[src/rtl/host_mailbox_port.sv]
module host_mailbox_port #(
  parameter int          BOOT_WORDS = 512,
  parameter int          WAIT_CYC   = 4,
  parameter logic [7:0]  IVR_RST    = 8'h0F,
  localparam int         WORD_W     = 24,
  localparam int         PA_W       = (BOOT_WORDS > 2) ? $clog2(BOOT_WORDS) : 1,
  localparam int         WC_W       = $clog2(WAIT_CYC + 1)
) (
  input  logic              clk,
  input  logic              rst_n,
  input  logic              hst_sel,
  input  logic              hst_wr,
  input  logic              hst_cont,
  input  logic [2:0]        hst_addr,
  input  logic [7:0]        hst_wdata,
  output logic [7:0]        hst_rdata,
  output logic              hst_busy,
  output logic              hst_irq,
  input  logic              hst_iack,
  output logic [7:0]        hst_iack_vec,
  output logic              hst_iack_spur,
  input  logic              dsp_rd_hrx,
  output logic [WORD_W-1:0] dsp_hrx,
  input  logic              dsp_wr_htx,
  input  logic [WORD_W-1:0] dsp_htx_wdata,
  output logic [7:0]        dsp_hsr,
  output logic              dsp_run,
  output logic              pmem_we,
  output logic [PA_W-1:0]   pmem_addr,
  output logic [WORD_W-1:0] pmem_wdata
);

  logic [7:0]        icr, cvr, ivr, tx_h, tx_m;
  logic [WORD_W-1:0] tx_word, hrx, htx, rx_word;
  logic              txde, rxdf, hrdf, htde, boot;
  logic [PA_W-1:0]   boot_addr;
  logic [WC_W-1:0]   wait_cnt;

  logic              acc, wr_lo, rd_lo, boot_wr, boot_last;
  logic [WORD_W-1:0] wr_word, pend_word, htx_n;
  logic              txde_a, hrdf_a, htde_a, rxdf_a, h2d, d2h;

  assign hst_busy  = (wait_cnt != '0);
  assign acc       = hst_sel & ~hst_busy;
  assign wr_lo     = acc & hst_wr & (hst_addr == 3'd7);
  assign rd_lo     = acc & ~hst_wr & (hst_addr == 3'd7);
  assign wr_word   = {tx_h, tx_m, hst_wdata};
  assign boot_wr   = wr_lo & boot;
  assign boot_last = (boot_addr == PA_W'(BOOT_WORDS - 1));

  assign txde_a    = (wr_lo & ~boot) ? 1'b0 : txde;
  assign pend_word = (wr_lo & ~boot) ? wr_word : tx_word;
  assign hrdf_a    = dsp_rd_hrx ? 1'b0 : hrdf;
  assign h2d       = ~txde_a & ~hrdf_a;

  assign htde_a    = dsp_wr_htx ? 1'b0 : htde;
  assign htx_n     = dsp_wr_htx ? dsp_htx_wdata : htx;
  assign rxdf_a    = (rd_lo & ~boot) ? 1'b0 : rxdf;
  assign d2h       = ~htde_a & ~rxdf_a;

  assign dsp_hrx   = hrx;
  assign dsp_hsr   = {3'b000, icr[4], icr[3], 1'b0, htde, hrdf};
  assign dsp_run   = ~boot;
  assign hst_irq   = (icr[0] & rxdf) | (icr[1] & txde);
  assign hst_iack_vec  = (hst_iack & hst_irq) ? ivr : 8'h00;
  assign hst_iack_spur = hst_iack & ~hst_irq;

  always_comb begin
    case (hst_addr)
      3'd0:    hst_rdata = icr;
      3'd1:    hst_rdata = cvr;
      3'd2:    hst_rdata = {5'b0, txde & ~hrdf, txde, rxdf};
      3'd3:    hst_rdata = ivr;
      3'd5:    hst_rdata = rx_word[23:16];
      3'd6:    hst_rdata = rx_word[15:8];
      3'd7:    hst_rdata = rx_word[7:0];
      default: hst_rdata = 8'h00;
    endcase
  end

  always_ff @(posedge clk or negedge rst_n) begin
    if (!rst_n) begin
      icr <= '0;
      cvr <= '0;
      ivr <= IVR_RST;
      tx_h <= '0;
      tx_m <= '0;
    end else if (acc & hst_wr) begin
      case (hst_addr)
        3'd0: icr  <= hst_wdata & 8'hFB;
        3'd1: cvr  <= hst_wdata;
        3'd3: ivr  <= hst_wdata;
        3'd5: tx_h <= hst_wdata;
        3'd6: tx_m <= hst_wdata;
        default: ;
      endcase
    end
  end

  always_ff @(posedge clk or negedge rst_n) begin
    if (!rst_n) begin
      txde    <= 1'b1;
      hrdf    <= 1'b0;
      tx_word <= '0;
      hrx     <= '0;
    end else begin
      txde    <= h2d ? 1'b1 : txde_a;
      hrdf    <= h2d ? 1'b1 : hrdf_a;
      tx_word <= pend_word;
      if (h2d) hrx <= pend_word;
    end
  end

  always_ff @(posedge clk or negedge rst_n) begin
    if (!rst_n) begin
      htde    <= 1'b1;
      rxdf    <= 1'b0;
      htx     <= '0;
      rx_word <= '0;
    end else begin
      htde <= d2h ? 1'b1 : htde_a;
      rxdf <= d2h ? 1'b1 : rxdf_a;
      htx  <= htx_n;
      if (d2h) rx_word <= htx_n;
    end
  end

  always_ff @(posedge clk or negedge rst_n) begin
    if (!rst_n) begin
      boot       <= 1'b1;
      boot_addr  <= '0;
      pmem_we    <= 1'b0;
      pmem_addr  <= '0;
      pmem_wdata <= '0;
    end else begin
      pmem_we <= boot_wr;
      if (boot_wr) begin
        pmem_addr  <= boot_addr;
        pmem_wdata <= wr_word;
        boot_addr  <= boot_addr + 1'b1;
        if (boot_last) boot <= 1'b0;
      end
    end
  end

  always_ff @(posedge clk or negedge rst_n) begin
    if (!rst_n)                wait_cnt <= '0;
    else if (acc & hst_cont)   wait_cnt <= WC_W'(WAIT_CYC);
    else if (wait_cnt != '0)   wait_cnt <= wait_cnt - 1'b1;
  end

endmodule

[config.mk]
export PLATFORM = sky130hd
export DESIGN_NAME = host_mailbox_port
export DESIGN_NICKNAME = d
export VERILOG_FILES = /design/src/rtl/host_mailbox_port.sv
export SDC_FILE = /design/constraint.sdc
export NUM_CORES = 1
export LEC_CHECK = 0
export ABC_AREA = 1
export BUFFER_PORTS_ARGS = -buffer_cell sky130_fd_sc_hd__buf_2
export CAP_MARGIN = 20
export CORE_ASPECT_RATIO = 1.5
export CORE_MARGIN = 2
export CORE_UTILIZATION = 35
export DETAILED_ROUTE_END_ITERATION = 8
export GPL_ROUTABILITY_DRIVEN = 1
export PLACE_DENSITY_LB_ADDON = 0.25
export SETUP_SLACK_MARGIN = 0.4
export SLEW_MARGIN = 15
export SYNTH_ARGS = -nofsm -noshare
export SYNTH_HDL_FRONTEND = slang
export SYNTH_SLANG_ARGS = --single-unit
[constraint.sdc]
create_clock -name clk -period 1.5 [get_ports clk]
set_input_delay 0 -clock clk [delete_from_list [all_inputs] [get_ports clk]]
set_output_delay 0 -clock clk [all_outputs]
set_load 0.1 [all_outputs]
==> results of run 1 <==
[metal layers]
layer  track usage [%]  wire (um)  vias to the layer above
met5                 0          0                        -
met4              8.31        734                        0
met2              39.3      14100                      176
li1                  -          -                     3292
met3              4.04        962                       48
met1              23.9       9220                     3436
[cells in the final DEF, fill, tap and decap left out, types with 4 or more instances in the layout]
cell type      instances
conb_1                 4
a22oi_1                5
a21oi_4                4
xor2_1                 5
o21ai_2               26
inv_1                 36
buf_16                14
a22oi_2                7
dfstp_2                7
nand2_1              260
buf_12                55
clkbuf_16             18
nand4_1               32
inv_2                  7
dfrtp_1              173
clkinv_4               6
nand2_4               35
nand3_2               21
nand2_8               10
buf_6                 70
nor2_4                14
nand2_2               99
nand3_4                4
inv_6                  4
buf_4                 47
dlygate4sd3_1         35
buf_2                 41
nand3_1               17
dfrtp_2                6
buf_8                  8
nor2_1                 4
o21ai_1               32
[cells by family after synthesis]
| group | count (synthesis) | synth area share (%) |
|---|---|---|
| and+or+nand+nor | 494 | 26.5 |
| other | 1 | 0.0489 |
| xor gates and xnor gates | 6 | 0.685 |
| adders and majority gates | 4 | 0.653 |
| DFF | 186 | 60.8 |
| AOI/OAI and AO/OA | 81 | 6.02 |
| buffers and inverters | 94 | 5.33 |
[worst reg2reg max path: stages, from the launching register on]
cell and delay [ps]:
dfrtp_1 390, inv_2 80, ha_4 150, nand3_4 70, buf_6 120, buf_6 110, o21ai_4 170, nand2_4 120
buf_6 160, buf_16 140, nand2_1 60, nand2_1 40
[repair_timing]
| action | in CTS | in global routing |
|---|---|---|
| buffers inserted | 29 | 24 |
| gates cloned | 19 | 2 |
| endpoints found under the hold margin | 250 | 1 |
| gates resized for setup | 192 | 323 |
| pin swaps | 67 | 52 |
| setup endpoints to repair | 244 | 243 |
[sequential cells by signal, summed over array words and instances, names as in the netlist, 3 cells and up]
signal	count
pmem_addr	9
icr	7
htx	24
dsp_hrx	24
tx_word	24
wait_cnt	3
boot_addr	9
cvr	8
pmem_wdata	24
tx_h	8
rx_word	24
ivr	8
tx_m	8
[layout make-up]
class / instances / share of cell area, %
sequential: 186 / 36.2
multi-input combinational: 594 / 29.1
timing repair buffer: 273 / 26.1
clock buffer: 17 / 3.30
tap: 272 / 2.64
inverter: 49 / 1.58
clock inverter: 15 / 1.10
[path summary, 6_finish.rpt]
path                              from     endpoint  slack [ps]  cells after the start
setup / recovery           wait_cnt[0]   rx_word[5]        -230                     11
hold / removal              dsp_rd_hrx         txde        -140                      3
setup reg to reg           wait_cnt[0]   rx_word[5]        -230                     11
hold reg to reg                 htx[6]       htx[6]         480                      2
max in group asynchronous        rst_n  dsp_hrx[18]         830                      3
min in group asynchronous        rst_n       htx[9]          60                      2
[per-stage QoR]
step / instances / setup TNS [ps] / hold WS [ps] / utilization [%]
final: 1406 / -22690 / -136 / 59.7
after global routing: 1406 / -38680 / -133 / 59.7
after CTS: 1380 / -19640 / -149 / 54.4
after detailed placement: 1265 / -5920 / -44.4 / 43.6
after global placement: 1265 / -3050 / -48.0 / 43.6
after floorplan: 869 / -9700 / -296 / -
[power by group through the flow]
stage                     clock (uW)  sequential (uW)  combinational (uW)
after detailed placement           0             6240                4310
after global routing            4700             6460                6030
after CTS                       4440             6240                5010
final                           4400             6400                5750
after global placement             0             6230                4260
after floorplan                    0             7080                2130
==> flow_metrics.tcl, run 1 <==
set metrics [dict create \
    gp_congestion 0.779 \
    dieWidth_um 125 \
    max_slew_margin_pct 66.4 \
    start_kind "flip-flop" \
    setup_viol 172 \
    violations "negative hold slack, negative setup slack" \
    rows 66 \
    ys_seq_elements 186 \
    layout_min_cycle_time_ps 1730 \
    hold_viol_final 1 \
    nFillCells 1766 \
    clkPwrFrac_pct 26.6 \
    dpl_cell_area_um2 9430 \
    cts_buffer_depth 2 \
    ios 129 \
    fmax_ghz 0.578 \
    synth_largest_area_cell "dfrtp_1" \
    grt_overflow 0 \
    io_buffers 124 \
    cts_sinks 186 \
    cp.arrival_ps 2060 \
    first_pass_iters 5 \
    synth_cell_type_count 27 \
    seqPwrFrac_pct 38.7 \
    path_buf_inv 5 \
    vias 6952 \
    regArea_um2 4670 \
    syn_to_final_growth_pct 68.3 \
    fin_ws_ps -229 \
    die_h_um 185 \
    combPwrFrac_pct 34.7 \
    grt_setup_unrepaired "true" \
    synthArstFlopShare_pct 100 \
    wire_per_inst_um 17.8 \
    route.detailed.drc 0 \
    netlist_area_um2 7670 \
    p_sw_uw 6280 \
    crit_required_ps 1830 \
    yosys_warnings 0 \
    path_cells "inv_2, ha_4, nand3_4, buf_6, buf_6, o21ai_4, nand2_4, buf_6, buf_16, nand2_1, nand2_1" \
    finalClockSkew_ps 8.53 \
    ctsHoldBuffers 35 \
    dieArea_um2 23100 \
    avgViaCountPerCell 4.94 \
    antenna_found_initial 0 \
    critPathMaxFanout 6 \
    worst_hold_slack_ps -136 \
    synth-main-ff-cell "dfrtp_1" \
    slowest_delay_ps 390 \
    first_global_vias 6956 \
    grt_max_degree 40 \
    cts_buffers 17 \
    hp-class "primary input to flip-flop" \
    multi_input_area_um2 3750 \
    synth_edf_count 0 \
    critPathTopFamily "buffers and inverters" \
    yosys-top-cells-area "dfrtp_1 (58%), nand2_1 (19%), o21ai_0 (3.9%)" \
    slew_viol_final 0 \
    grt_use_total_pct 21.2 \
    min_period_over_period_pct 115 \
    drt_wl_total_mm 25.1 \
    crit_path_top_delay_cell "dfrtp_1" \
    powerDensity_nw_per_um2 1280 \
    crit_path_frequent_cell "buf_6" \
    p_sw_share_pct 38.0 \
    fin_area_um2 12900 \
    fin_total_pwr_uw 16500 \
    dp_hpwl_mm 14.7 \
    core-area_um2 21600 \
    crit_type "flip-flop to flip-flop" \
    clkSlewWorstSetupHoldPaths_ps 70 \
    synth.avg_cell_area_um2 8.86 \
    post-place-ws_ps -120 \
    drtAntennaViolNets 0 \
    worst_slew_pin_slew_ps 504 \
    post-synth-top-count-cell "nand2_1" \
    peakVddDrop_mv 0.912 \
    drv_cap 0 \
    syn_inst 866 \
    initial_utilization_pct 35.4 \
    antenna_cells 0 \
    yosysSeqAreaShare_pct 60.8 \
    p_int_uw 10300 \
    synth_common_cells "nand2_1 (397), dfrtp_1 (179), o21ai_0 (60)" \
    yosysTopAreaCellShare_pct 58.4 \
    cp-end-kind "flip-flop" \
    grt_pass1_wl_mm 37.9 \
    drt_iter0_drc 460 \
    p_leak_uw 0.00637 \
    htreeDepth 4 \
    clk_latency_ps 440 \
    cts_tree "done" \
    drive_gt1_share_pct 46.0 \
    nets 1168 \
    cts_root_buffer "clkbuf_16" \
    status "finished with violations" \
]
(Power assumes the default switching activity.)
==> run 2: changes to the inputs <==
- BUFFER_PORTS_ARGS: -buffer_cell sky130_fd_sc_hd__buf_2 -> unset
- DONT_BUFFER_PORTS: unset -> 1
- SLEW_MARGIN: 15 -> 10
==> run 2 against run 1 <==
  * The run still ends with negative hold slack, negative setup slack left
  * Count of clock-buffer cells in the layout increased by 5
  * Non-clock buffer count down 67
  * Routed wire length fell by 6.1%
  * Final cell count decreased by 4.8%
  * Final area is 5.5% lower
  * Power down 2.0%
  * Hold slack got worse by 600 ps
  * Setup slack worse by 8.6 ps
  * Register-to-register slack about the same
  * Via count shrank 4.8%
  * Combinational power down 7.5%
  * Die area is the same
  * Critical path type unchanged
==> flow_metrics.tcl, run 2 (synthesized netlist as in run 1, its figures left out) <==
set metrics [dict create \
    antenna_cells 0 \
    cp-end-kind "flip-flop" \
    cts_root_buffer "clkbuf_16" \
    grt_setup_unrepaired "true" \
    start_kind "flip-flop" \
    grt_max_degree 187 \
    final_common_cell "nand2_1" \
    avgViaCountPerCell 4.94 \
    die_h_um 185 \
    finalClockSkew_ps 9.33 \
    peakVddDrop_mv 1.06 \
    ios 129 \
    wire_per_inst_um 17.6 \
    cts_tree "done" \
    rows 66 \
    violations "negative hold slack, negative setup slack" \
    crit_type "flip-flop to flip-flop" \
    max_slew_margin_pct 60.2 \
    powerDensity_nw_per_um2 1330 \
    syn_to_final_growth_pct 59.0 \
    drv_cap 0 \
    nFillCells 1870 \
    dp_hpwl_mm 14.2 \
    setup_viol 166 \
    drtAntennaViolNets 0 \
    slew_viol_final 0 \
    status "finished with violations" \
    worst_hold_slack_ps -737 \
    r2r_slack_ps -240 \
    path_buf_inv 5 \
    final_cell_mix "nand2_1 (281), dfrtp_1 (168), nand2_2 (85)" \
    gp_congestion 0.794 \
    hp-class "primary input to async pin" \
    layout_min_cycle_time_ps 1740 \
    drive_gt1_share_pct 39.5 \
    slowest_delay_ps 390 \
    cp.arrival_ps 2060 \
    grt_overflow 0 \
    min_period_over_period_pct 116 \
    worst_slew_pin_slew_ps 597 \
    htreeDepth 4 \
    finalSetupTns_ps -21810 \
    fmax_ghz 0.575 \
    grt_pass1_wl_mm 36.2 \
    cts_buffers 17 \
    critPathMaxFanout 7 \
    vias 6615 \
    p_leak_uw 0.00586 \
    fin_ws_ps -238 \
    drt_wl_total_mm 23.5 \
    path_cells "inv_2, ha_4, nand3_4, nor2_4, buf_6, nand3_4, buf_6, buf_12, buf_16, nand2_4, o21ai_4" \
    grt_use_total_pct 20.1 \
    crit_path_top_delay_cell "dfrtp_1" \
    io_buffers 0 \
    first_global_vias 6683 \
    initial_utilization_pct 35.4 \
    clkSlewWorstSetupHoldPaths_ps 70 \
    nets 1101 \
    core-area_um2 21600 \
    clk_latency_ps 430 \
    fin_total_pwr_uw 16200 \
    cts_sinks 186 \
    dieArea_um2 23100 \
    drt_iter0_drc 533 \
    critPathTopFamily "buffers and inverters" \
    first_pass_iters 4 \
    cts_buffer_depth 2 \
    hold_viol_final 190 \
    route.detailed.drc 0 \
    antenna_found_initial 0 \
    post-place-ws_ps -160 \
    crit_required_ps 1820 \
    dieWidth_um 125 \
]
-- run 2: layout make-up --
cell class	count	area, um^2	share of cell area (%)
Tap cell	272	340	2.79
Clock inverter	10	115	0.944
Timing Repair Buffer	206	2800	23.0
Inverter	49	191	1.57
Sequential cell	186	4680	38.3
Clock buffer	22	464	3.81
Multi-Input combinational cell	594	3610	29.6
-- run 2: worst reg2reg max path, cell delays in order (launching register included) --
cell and delay [ps]:
dfrtp_1 390, inv_2 80, ha_4 150, nand3_4 70, nor2_4 120, buf_6 120
nand3_4 140, buf_6 180, buf_12 120, buf_16 130, nand2_4 70, o21ai_4 60
-- run 2: worst paths after layout --
path	startpoint	endpoint	depth (start not counted)
setup reg to reg	wait_cnt[1]	pmem_addr[6]	11
min in group clk	hst_sel	wait_cnt[2]	2
hold / removal	rst_n	htx[9]	0
hold reg to reg	rx_word[10]	rx_word[10]	2
setup / recovery	wait_cnt[1]	pmem_addr[6]	11
max in group asynchronous	rst_n	boot	0
-- run 2: repair_timing --
item	CTS	global route
pin swaps	23	46
setup endpoints to repair	214	261
hold endpoints to repair	303	190
setup buffers	24	18
gates cloned	12	7
resized for setup	115	248
hold buffers	36	1
-- run 2: stage by stage --
step                      instances  util, %  cell area (um^2)
after floorplan                 869        -              8090
after global placement         1209     42.5              9200
after detailed placement       1209     42.5              9200
after CTS                      1313     51.1             11100
after global routing           1339     56.4             12200
final                          1339     56.4             12200
-- run 2: per-layer routing --
layer	part of all wire [%]	GRT usage (%)	up-vias
li1	-	-	3150
met5	0	0	-
met2	55	36.5	140
met4	3.3	8.36	0
met1	39	23.6	3280
met3	2.8	3.12	45
-- run 2: power by group --
part	switching [uW]	leakage (uW)	total, uW	internal, uW
Sequential	673	0.00245	6380	5710
Combinational	3290	0.00314	5320	2020
Clock	1960	0.000277	4500	2550
==> run 3: changes to the inputs <==
- ABC_AREA: 1 -> unset
==> run 3 against run 2 <==
  * The run still ends with negative hold slack, negative setup slack left
  * Flip-flop and latch count unchanged
  * Hold slack lost 9.6 ps
  * Sequential power is 5.3% lower
  * Non-clock buffer count decreased by 24
  * Clock skew fell by 1.9 ps
  * Synthesized cell count decreased by 29%
  * Core utilization decreased by 3.3 points
  * Final cell count fell by 21%
  * Global-route usage fell by 2.3 points
  * Setup slack got worse by 110 ps
  * Via count down 18%
  * Routed wire length fell by 7.4%
  * Critical endpoint is now dsp_hrx[9]
  * Largest cell class unchanged
==> flow_metrics.tcl, run 3 <==
set metrics [dict create \
    start_kind "flip-flop" \
    core-area_um2 22100 \
    drv_cap 0 \
    dp_cells 944 \
    yosysTopAreaCellShare_pct 57.3 \
    first_global_vias 5849 \
    netlist_area_um2 7810 \
    drt_wl_total_mm 21.8 \
    fmax_ghz 0.541 \
    fin_ws_ps -349 \
    initial_utilization_pct 35.3 \
    hp-class "primary input to async pin" \
    synth_cell_type_count 47 \
    dp_hpwl_mm 12.7 \
    worst_hold_slack_ps -747 \
    synth_largest_area_cell "dfrtp_1" \
    min_period_over_period_pct 123 \
    cts_sinks 186 \
    ys_seq_elements 186 \
    layout_min_cycle_time_ps 1850 \
    gp_congestion 0.789 \
    yosys_warnings 0 \
    syn_inst 611 \
    route.detailed.drc 0 \
    status "finished with violations" \
    first_pass_iters 4 \
    synth.avg_cell_area_um2 12.8 \
    dieArea_um2 23600 \
    grt_overflow 0 \
    peakVddDrop_mv 0.890 \
    hold_viol_final 244 \
    grt_use_total_pct 17.7 \
    grt_max_degree 187 \
    crit_required_ps 1810 \
    drive_gt1_share_pct 55.5 \
    powerDensity_nw_per_um2 1210 \
    finalClockSkew_ps 7.43 \
    synth_edf_count 0 \
    dieWidth_um 126 \
    cts_buffer_depth 2 \
    htreeDepth 4 \
    rows 67 \
    critPathMaxFanout 6 \
    syn_to_final_growth_pct 50.2 \
    fin_area_um2 11700 \
    finalSetupTns_ps -48730 \
    synthArstFlopShare_pct 100 \
    vias 5432 \
    drtAntennaViolNets 0 \
    setup_viol 174 \
    crit_type "flip-flop to flip-flop" \
    avgViaCountPerCell 5.12 \
    wire_per_inst_um 20.5 \
    cp-end-kind "flip-flop" \
    slew_viol_final 0 \
    ios 129 \
    die_h_um 187 \
    p_leak_uw 0.00559 \
    yosysSeqAreaShare_pct 59.7 \
    yosys-top-cells-area "dfrtp_1 (57%), mux2_2 (17%), nand2_1 (5.6%)" \
    cp.arrival_ps 2160 \
    final_common_cell "dfrtp_1" \
    grt_pass1_wl_mm 32.8 \
    finalNonFillerCells 1061 \
    max_slew_margin_pct 51.9 \
    dpl_cell_area_um2 9210 \
    nets 819 \
    grt_setup_unrepaired "true" \
    worst_slew_pin_slew_ps 720 \
    synth_common_cells "dfrtp_1 (179), mux2_2 (118), nand2_1 (117)" \
    cts_tree "done" \
    antenna_found_initial 2 \
    clkSlewWorstSetupHoldPaths_ps 70 \
    clk_latency_ps 440 \
    synth-main-ff-cell "dfrtp_1" \
    final_cell_mix "dfrtp_1 (174), nand2_1 (81), mux2_2 (68)" \
    post-synth-top-count-cell "dfrtp_1" \
    io_buffers 0 \
    cts_root_buffer "clkbuf_16" \
    drt_iter0_drc 223 \
    violations "negative hold slack, negative setup slack" \
    cts_buffers 17 \
]
[run 3: worst max-delay path, stage by stage (launching register included)]
cell and delay, ps:
dfrtp_1 390, inv_2 100, ha_4 170, and4bb_2 280, nand3_4 130, clkbuf_16 200
clkbuf_16 160, o22ai_1 190, a2bb2oi_1 100
[run 3: cells by family after synthesis]
group,Yosys count,synth area share [%]
flops,186,59.7
simple gates,163,9.66
mux,125,18.7
compound gates,77,7.14
buf+inv,48,3.32
xor+xnor,7,0.785
fa+ha+maj,4,0.641
other cells,1,0.0480
[run 3: cell type report]
type                            instances  area, um^2
Inverter                                5        32.5
Fill cell                            1860       10400
Multi-Input combinational cell        380        3760
Timing Repair Buffer                  182        2350
Tap cell                              276         345
Clock inverter                         11         114
Clock buffer                           20         457
Sequential cell                       186        4670
Antenna cell                            1        2.50
[run 3: power by group]
part / switching, uW / total [uW] / internal (uW) / leakage (uW)
registers: 463 / 6040 / 5580 / 0.00246
clock network: 2020 / 4420 / 2400 / 0.000275
logic: 2200 / 3780 / 1580 / 0.00286
[run 3: final timing paths]
path / startpoint / endpoint / slack, ps / cells after the start
max reg2reg: wait_cnt[1] / dsp_hrx[9] / -350 / 8
min in group clk: hst_wdata[6] / pmem_wdata[6] / -310 / 2
min: rst_n / pmem_addr[7] / -750 / 0
max: wait_cnt[1] / dsp_hrx[9] / -350 / 8
min reg2reg: pmem_wdata[12] / pmem_wdata[12] / 500 / 2
max in group asynchronous: rst_n / ivr[3] / 1910 / 0
[run 3: what timing repair did]
action,CTS,global route
setup endpoints to repair,231,209
endpoints found under the hold margin,306,291
pin swaps,32,51
resized for setup,130,119
gates cloned,4,10
hold buffers,30,6
buffers inserted,16,19
[run 3: layer usage]
layer  up-vias  GRT usage, %  wire length, um
met4         2          7.57              755
met5         -             0               11
met1      2785          21.3             8470
li1       2457             -                -
met2       144          30.9            11700
met3        44          3.40              821
[run 3: through the flow]
stage / power (uW) / hold slack [ps] / setup slack (ps) / util, %
final: 14200 / -747 / -349 / 53.0
after global routing: 14800 / -769 / -419 / 53.0
after CTS: 13900 / -765 / -347 / 48.7
after detailed placement: 9120 / -291 / -360 / 41.6
after global placement: 9020 / -289 / -326 / 41.6
after floorplan: 8510 / -296 / -408 / -
